### src/rtl/pci_tgt_pkg.sv
package pci_tgt_pkg;

  typedef enum logic [1:0] {
    ST_IDLE = 2'd0,
    ST_XFER = 2'd1,
    ST_SKIP = 2'd2
  } tgt_state_t;

  localparam logic [3:0] CMD_MEM_RD = 4'b0110;
  localparam logic [3:0] CMD_MEM_WR = 4'b0111;
  localparam logic [3:0] CMD_CFG_RD = 4'b1010;
  localparam logic [3:0] CMD_CFG_WR = 4'b1011;

  localparam logic [5:0] CFG_BAR_IDX = 6'd4;

  // reverse byte order of a word
  function automatic logic [31:0] swap_bytes(input logic [31:0] w);
    return {w[7:0], w[15:8], w[23:16], w[31:24]};
  endfunction

  // reverse lane-enable order
  function automatic logic [3:0] swap_lanes(input logic [3:0] b);
    return {b[0], b[1], b[2], b[3]};
  endfunction

  // merge new bytes into old where the active-low enable is 0
  function automatic logic [31:0] merge_bytes(input logic [31:0] old_w,
                                              input logic [31:0] new_w,
                                              input logic [3:0]  en_n);
    logic [31:0] r;
    for (int i = 0; i < 4; i++)
      r[8*i +: 8] = en_n[i] ? old_w[8*i +: 8] : new_w[8*i +: 8];
    return r;
  endfunction

endpackage

### src/rtl/pci_tgt_decode.sv
module pci_tgt_decode
  import pci_tgt_pkg::*;
#(
  parameter int AW = 5
) (
  input  logic [31:AW] addr_hi,
  input  logic [1:0]   addr_lo,
  input  logic [3:0]   cmd,
  input  logic         idsel,
  input  logic [31:AW] bar_hi,
  output logic         hit,
  output logic         is_cfg,
  output logic         is_read
);
  logic mem_cmd, cfg_cmd;

  always_comb begin
    mem_cmd = (cmd == CMD_MEM_RD) || (cmd == CMD_MEM_WR);
    cfg_cmd = (cmd == CMD_CFG_RD) || (cmd == CMD_CFG_WR);
    is_cfg  = cfg_cmd;
    is_read = (cmd == CMD_MEM_RD) || (cmd == CMD_CFG_RD);
    hit     = (mem_cmd && (addr_hi == bar_hi)) ||
              (cfg_cmd && idsel && (addr_lo == 2'b00));
  end
endmodule

### src/rtl/pci_tgt_regfile.sv
module pci_tgt_regfile
  import pci_tgt_pkg::*;
#(
  parameter int          WORDS    = 8,
  parameter logic [31:0] BAR_INIT = 32'h1000_0000,
  localparam int         IW       = $clog2(WORDS),
  localparam int         AW       = IW + 2
) (
  input  logic        clk,
  input  logic        rst_n,
  input  logic        we,
  input  logic        is_cfg,
  input  logic [5:0]  ptr,
  input  logic        big,
  input  logic [31:0] wdata,
  input  logic [3:0]  be_n,
  output logic [31:0] rdata,
  output logic [31:0] bar
);
  localparam logic [31:0] BAR_MASK = ~((32'd1 << AW) - 32'd1);

  logic [31:0] mem [WORDS];
  logic [IW-1:0] idx;
  logic [31:0] mem_wd;
  logic [3:0]  mem_be;
  logic        cfg_bar_sel;

  always_comb begin
    idx         = ptr[IW-1:0];
    mem_wd      = big ? swap_bytes(wdata) : wdata;
    mem_be      = big ? swap_lanes(be_n)  : be_n;
    cfg_bar_sel = (ptr == CFG_BAR_IDX);
  end

  for (genvar g = 0; g < WORDS; g++) begin : g_word
    always_ff @(posedge clk) begin
      if (!rst_n)
        mem[g] <= '0;
      else if (we && !is_cfg && (idx == IW'(g)))
        mem[g] <= merge_bytes(mem[g], mem_wd, mem_be);
    end
  end

  always_ff @(posedge clk) begin
    if (!rst_n)
      bar <= BAR_INIT & BAR_MASK;
    else if (we && is_cfg && cfg_bar_sel)
      bar <= merge_bytes(bar, wdata, be_n) & BAR_MASK;
  end

  always_comb begin
    if (is_cfg)
      rdata = cfg_bar_sel ? bar : 32'd0;
    else
      rdata = big ? swap_bytes(mem[idx]) : mem[idx];
  end
endmodule

### src/rtl/pci_tgt_core.sv
module pci_tgt_core
  import pci_tgt_pkg::*;
#(
  parameter int          WORDS    = 8,
  parameter logic [31:0] BAR_INIT = 32'h1000_0000,
  localparam int         IW       = $clog2(WORDS),
  localparam int         AW       = IW + 2
) (
  input  logic        clk,
  input  logic        rst_n,
  input  logic [31:0] ad_in,
  output logic [31:0] ad_out,
  output logic        ad_oe,
  input  logic [3:0]  cbe_n,
  input  logic        frame_n,
  input  logic        irdy_n,
  input  logic        idsel,
  input  logic        big_endian,
  output logic        devsel_n,
  output logic        trdy_n,
  output logic        ctl_oe
);
  tgt_state_t  state;
  logic        rd_q, cfg_q;
  logic [5:0]  ptr;
  logic [31:0] bar;
  logic        dec_hit, dec_cfg, dec_rd;

  // named events for the checker
  logic addr_phase, claim, xfer_done, last_phase, wr_en;

  pci_tgt_decode #(.AW(AW)) u_dec (
    .addr_hi (ad_in[31:AW]),
    .addr_lo (ad_in[1:0]),
    .cmd     (cbe_n),
    .idsel   (idsel),
    .bar_hi  (bar[31:AW]),
    .hit     (dec_hit),
    .is_cfg  (dec_cfg),
    .is_read (dec_rd)
  );

  always_comb begin
    addr_phase = (state == ST_IDLE) && !frame_n;
    claim      = addr_phase && dec_hit;
    xfer_done  = (state == ST_XFER) && !irdy_n;
    last_phase = xfer_done && frame_n;
    wr_en      = xfer_done && !rd_q;
  end

  pci_tgt_regfile #(.WORDS(WORDS), .BAR_INIT(BAR_INIT)) u_rf (
    .clk    (clk),
    .rst_n  (rst_n),
    .we     (wr_en),
    .is_cfg (cfg_q),
    .ptr    (ptr),
    .big    (big_endian),
    .wdata  (ad_in),
    .be_n   (cbe_n),
    .rdata  (ad_out),
    .bar    (bar)
  );

  always_ff @(posedge clk) begin
    if (!rst_n) begin
      state <= ST_IDLE;
      rd_q  <= 1'b0;
      cfg_q <= 1'b0;
      ptr   <= '0;
    end else begin
      case (state)
        ST_IDLE: if (addr_phase) begin
          state <= claim ? ST_XFER : ST_SKIP;
          rd_q  <= dec_rd;
          cfg_q <= dec_cfg;
          ptr   <= ad_in[7:2];
        end
        ST_XFER: if (xfer_done) begin
          ptr <= ptr + 6'd1;
          if (frame_n) state <= ST_IDLE;
        end
        ST_SKIP: if (frame_n && irdy_n) state <= ST_IDLE;
        default: state <= ST_IDLE;
      endcase
    end
  end

  always_comb begin
    ctl_oe   = (state == ST_XFER);
    devsel_n = !ctl_oe;
    trdy_n   = !ctl_oe;
    ad_oe    = ctl_oe && rd_q;
  end
endmodule

### config.mk
export PLATFORM = sky130hd
export DESIGN_NAME = pci_tgt_core
export DESIGN_NICKNAME = d
export VERILOG_FILES = /design/src/rtl/pci_tgt_pkg.sv /design/src/rtl/pci_tgt_decode.sv /design/src/rtl/pci_tgt_regfile.sv /design/src/rtl/pci_tgt_core.sv
export SDC_FILE = /design/constraint.sdc
export NUM_CORES = 1
export LEC_CHECK = 0
export CORE_MARGIN = 1
export CORE_UTILIZATION = 48
export DETAILED_ROUTE_END_ITERATION = 10
export PLACE_DENSITY = 0.66
export SYNTH_ARGS = -nofsm -noshare
export SYNTH_HDL_FRONTEND = slang
export SYNTH_SLANG_ARGS = --single-unit
### constraint.sdc
create_clock -name clk -period 2.8 [get_ports clk]
set_clock_uncertainty 0.2 [all_clocks]
set_input_delay 0.42 -clock clk [delete_from_list [all_inputs] [get_ports clk]]
set_output_delay 0.42 -clock clk [all_outputs]
set_load 0.03 [all_outputs]
==> flow_summary.yaml, run 1 <==
clock_network:
  clockBufferDepth: 3
  clkSinkCount: 296
  hold_buffers: 0
  clkTransAtPathRegs_ps: 60
  cts_max_level: 1
  numCtsBuffers: 30
  clk_latency_ps: 550
  cts_tree: "done"
  clockRootBuffer: "clkbuf_16"
die:
  die-height_um: 171.6
  design.core.area_sq_mm: 0.02801
  die_area_sq_mm: 0.02944
  start_util: 0.4927
  rows: 61
  dieWidth_um: 171.6
  pin_count: 78
power:
  power.density_mw_per_mm2: 574.9
  p_int_mw: 7.752
  ir_worst_vdd_mv: 0.4124
  p_sw_mw: 2.525
  power_frac_clock: 0.365
  p_seq_frac: 0.484
  total_power_mw: 10.28
  static-leakage-power_nw: 6.642
  combPwrFrac: 0.151
  swShare: 0.2457
finish:
  layout.cells.most_common: "nor2_1"
  final_cell_mix: "nor2_1, edfxtp_1, buf_4"
  final_area_sq_mm: 0.01787
  area_delta_synth_final_pct: 29.51
  fin_nets: 1354
  drive_gt1_frac: 0.2812
  post-route-util: 0.6381
  nFillCells: 2107
sta:
  worst_slack_ps: -328.3
  timing.fmax_ghz: 0.3197
  tightest_slew_ps: 716.3
  finalMaxSlewViolations: 0
  finalCriticalPeriod_ps: 3128
  rsz0062_at_grt: "true"
  finalCritPeriodShare: 1.117
  slew_headroom: 0.5225
  hold_viol: 0
  setup_viol: 32
  setup_tns_ps: -8084
  worst_hold_slack_ps: 103.6
drt:
  drt-initial-drc-count: 1105
  final_antenna_net_count: 0
  wl_per_cell_um: 22.58
  drc_errors: 0
  vias_per_cell: 5.712
  via_count: 9762
  drt-total-wl_um: 38590
  first_pass_iters: 5
synth:
  synth_seq_area_share: 0.6150
  postSynthCellCount: 1069
  ys.flop_type: "edfxtp_1"
  synth-edff-count: 256
  synthTopCellsByArea: "edfxtp_1, mux4_2, nor2_1, dfxtp_1, mux2i_1"
  async_flop_share: 0
  syn_nets: 1117
  yosysWarnings: 0
  netlist.area_leader.share: 0.5570
  syn_area_sq_mm: 0.01380
  synth_top_cell_by_area: "edfxtp_1"
  synth_area_per_cell_sq_um: 12.91
  ys_seq_elements: 296
  yosysUniqueCellTypes: 41
global_routing:
  grt_pass1_wl_um: 56550
  grt_use_total: 0.2626
  grt_max_degree: 64
  grt_pass1_vias: 9376
  grt_antenna_before_repair: 1
  gr-total-overflow: 0
critical_path:
  cp_max_fo: 6
  cp_data_arrival_time_ps: 2510
  crit_path_end_kind: "primary output"
  r2r_slack_ps: 470
  cp.required_ps: 2180
  crit_path_start_kind: "register"
  crit_type: "register to primary output"
flow_run:
  cap_violations: 0
status:
  status: "finished, violations left"
  violations: "negative setup slack"
placement:
  post-dp-hpwl_um: 27570
  place_area_sq_mm: 0.01634
  place.gp.congestion: 0.8746
  io_buffer_count: 77
hold_path:
  min_path_type: "primary input to register"
## critical path, cell delays in order (launching register included)
cell      delay, ps
dfxtp_4         440
buf_8           140
buf_8           110
buf_4           110
mux4_2          550
mux2i_4         250
o221ai_2        180
buf_12          180
## kinds of logic after synthesis
family,synth area share
and+or+nand+nor,0.1429
DFF,0.6150
muxes,0.1574
AOI/OAI and AO/OA,0.04370
buffers and inverters,0.01786
xor gates and xnor gates,0.01777
adders and majority gates,0.005439
## repair_timing
item / in CTS / in global routing
resized for setup: 66 / 48
pin swaps: 2 / 5
buffers inserted: 8 / 5
setup endpoints to repair: 35 / 33
gates cloned: 2 / 2
## flip-flops by register name, indices dropped and copies added, names as in the netlist, named ones only
name and cells:
u_rf.mem 256, state 2, rd_q 1, cfg_q 1
u_rf.bar 27, ptr 6
## through the flow
stage / worst slack (ps) / cells
final: -328.3 / 1709
after global routing: -404.3 / 1709
after detailed placement: 13.67 / 1636
after floorplan: 271.9 / 1069
after global placement: 17.05 / 1636
after CTS: -328.3 / 1702
## worst paths after layout
kind / from / end / cells after the start
hold / removal: rst_n / state[0] / 4
hold reg to reg: u_rf.bar[25] / u_rf.bar[25] / 2
setup reg to reg: cfg_q / u_rf.bar[16] / 5
setup / recovery: register / ad_out[6] / 7
## metal layers
layer,global-route usage,up-vias,wire (um)
met5,0,-,0
met4,0.06134,0,887
met3,0.05338,61,3123
met2,0.4161,440,18140
met1,0.3729,4859,16440
li1,-,4402,-
## layout make-up
type | count | area, sq um | share of cell area
sequential | 296 | 8496 | 0.4753
multi-input combinational | 713 | 5308 | 0.2969
timing repair buffer | 258 | 2659 | 0.1487
clock buffer | 41 | 813.3 | 0.04550
tap | 378 | 473.0 | 0.02646
clock inverter | 15 | 97.59 | 0.005460
inverter | 7 | 26.28 | 0.001470
antenna | 1 | 2.502 | 0.0001400
## Yosys cell counts, types with 6 or more instances
master,count
buf_2,11
a21boi_0,19
xor2_1,18
nand2_4,6
a21oi_1,15
mux2i_1,73
xnor2_1,10
nor2_1,265
edfxtp_1,256
o221ai_1,27
and2_1,11
clkbuf_1,35
nand2_1,134
inv_1,6
dfxtp_1,40
ha_1,6
nand3_1,10
mux4_2,64
nor2b_1,12
## power groups by stage
stage | sequential (mW) | clock [mW] | combinational [mW]
final | 4.97 | 3.75 | 1.56
after global routing | 4.98 | 3.96 | 1.63
after CTS | 4.97 | 3.78 | 1.46
after detailed placement | 5.06 | 0 | 1.37
after global placement | 5.05 | 0 | 1.36
after floorplan | 5.03 | 0 | 0.716
(Power assumes the default switching activity.)
==> run 2: changes to the inputs <==
Settings changed: SLEW_MARGIN from default to 20.
==> results of run 2 <==
Same layout as run 1: the final DEF is identical, and so are final timing and power.
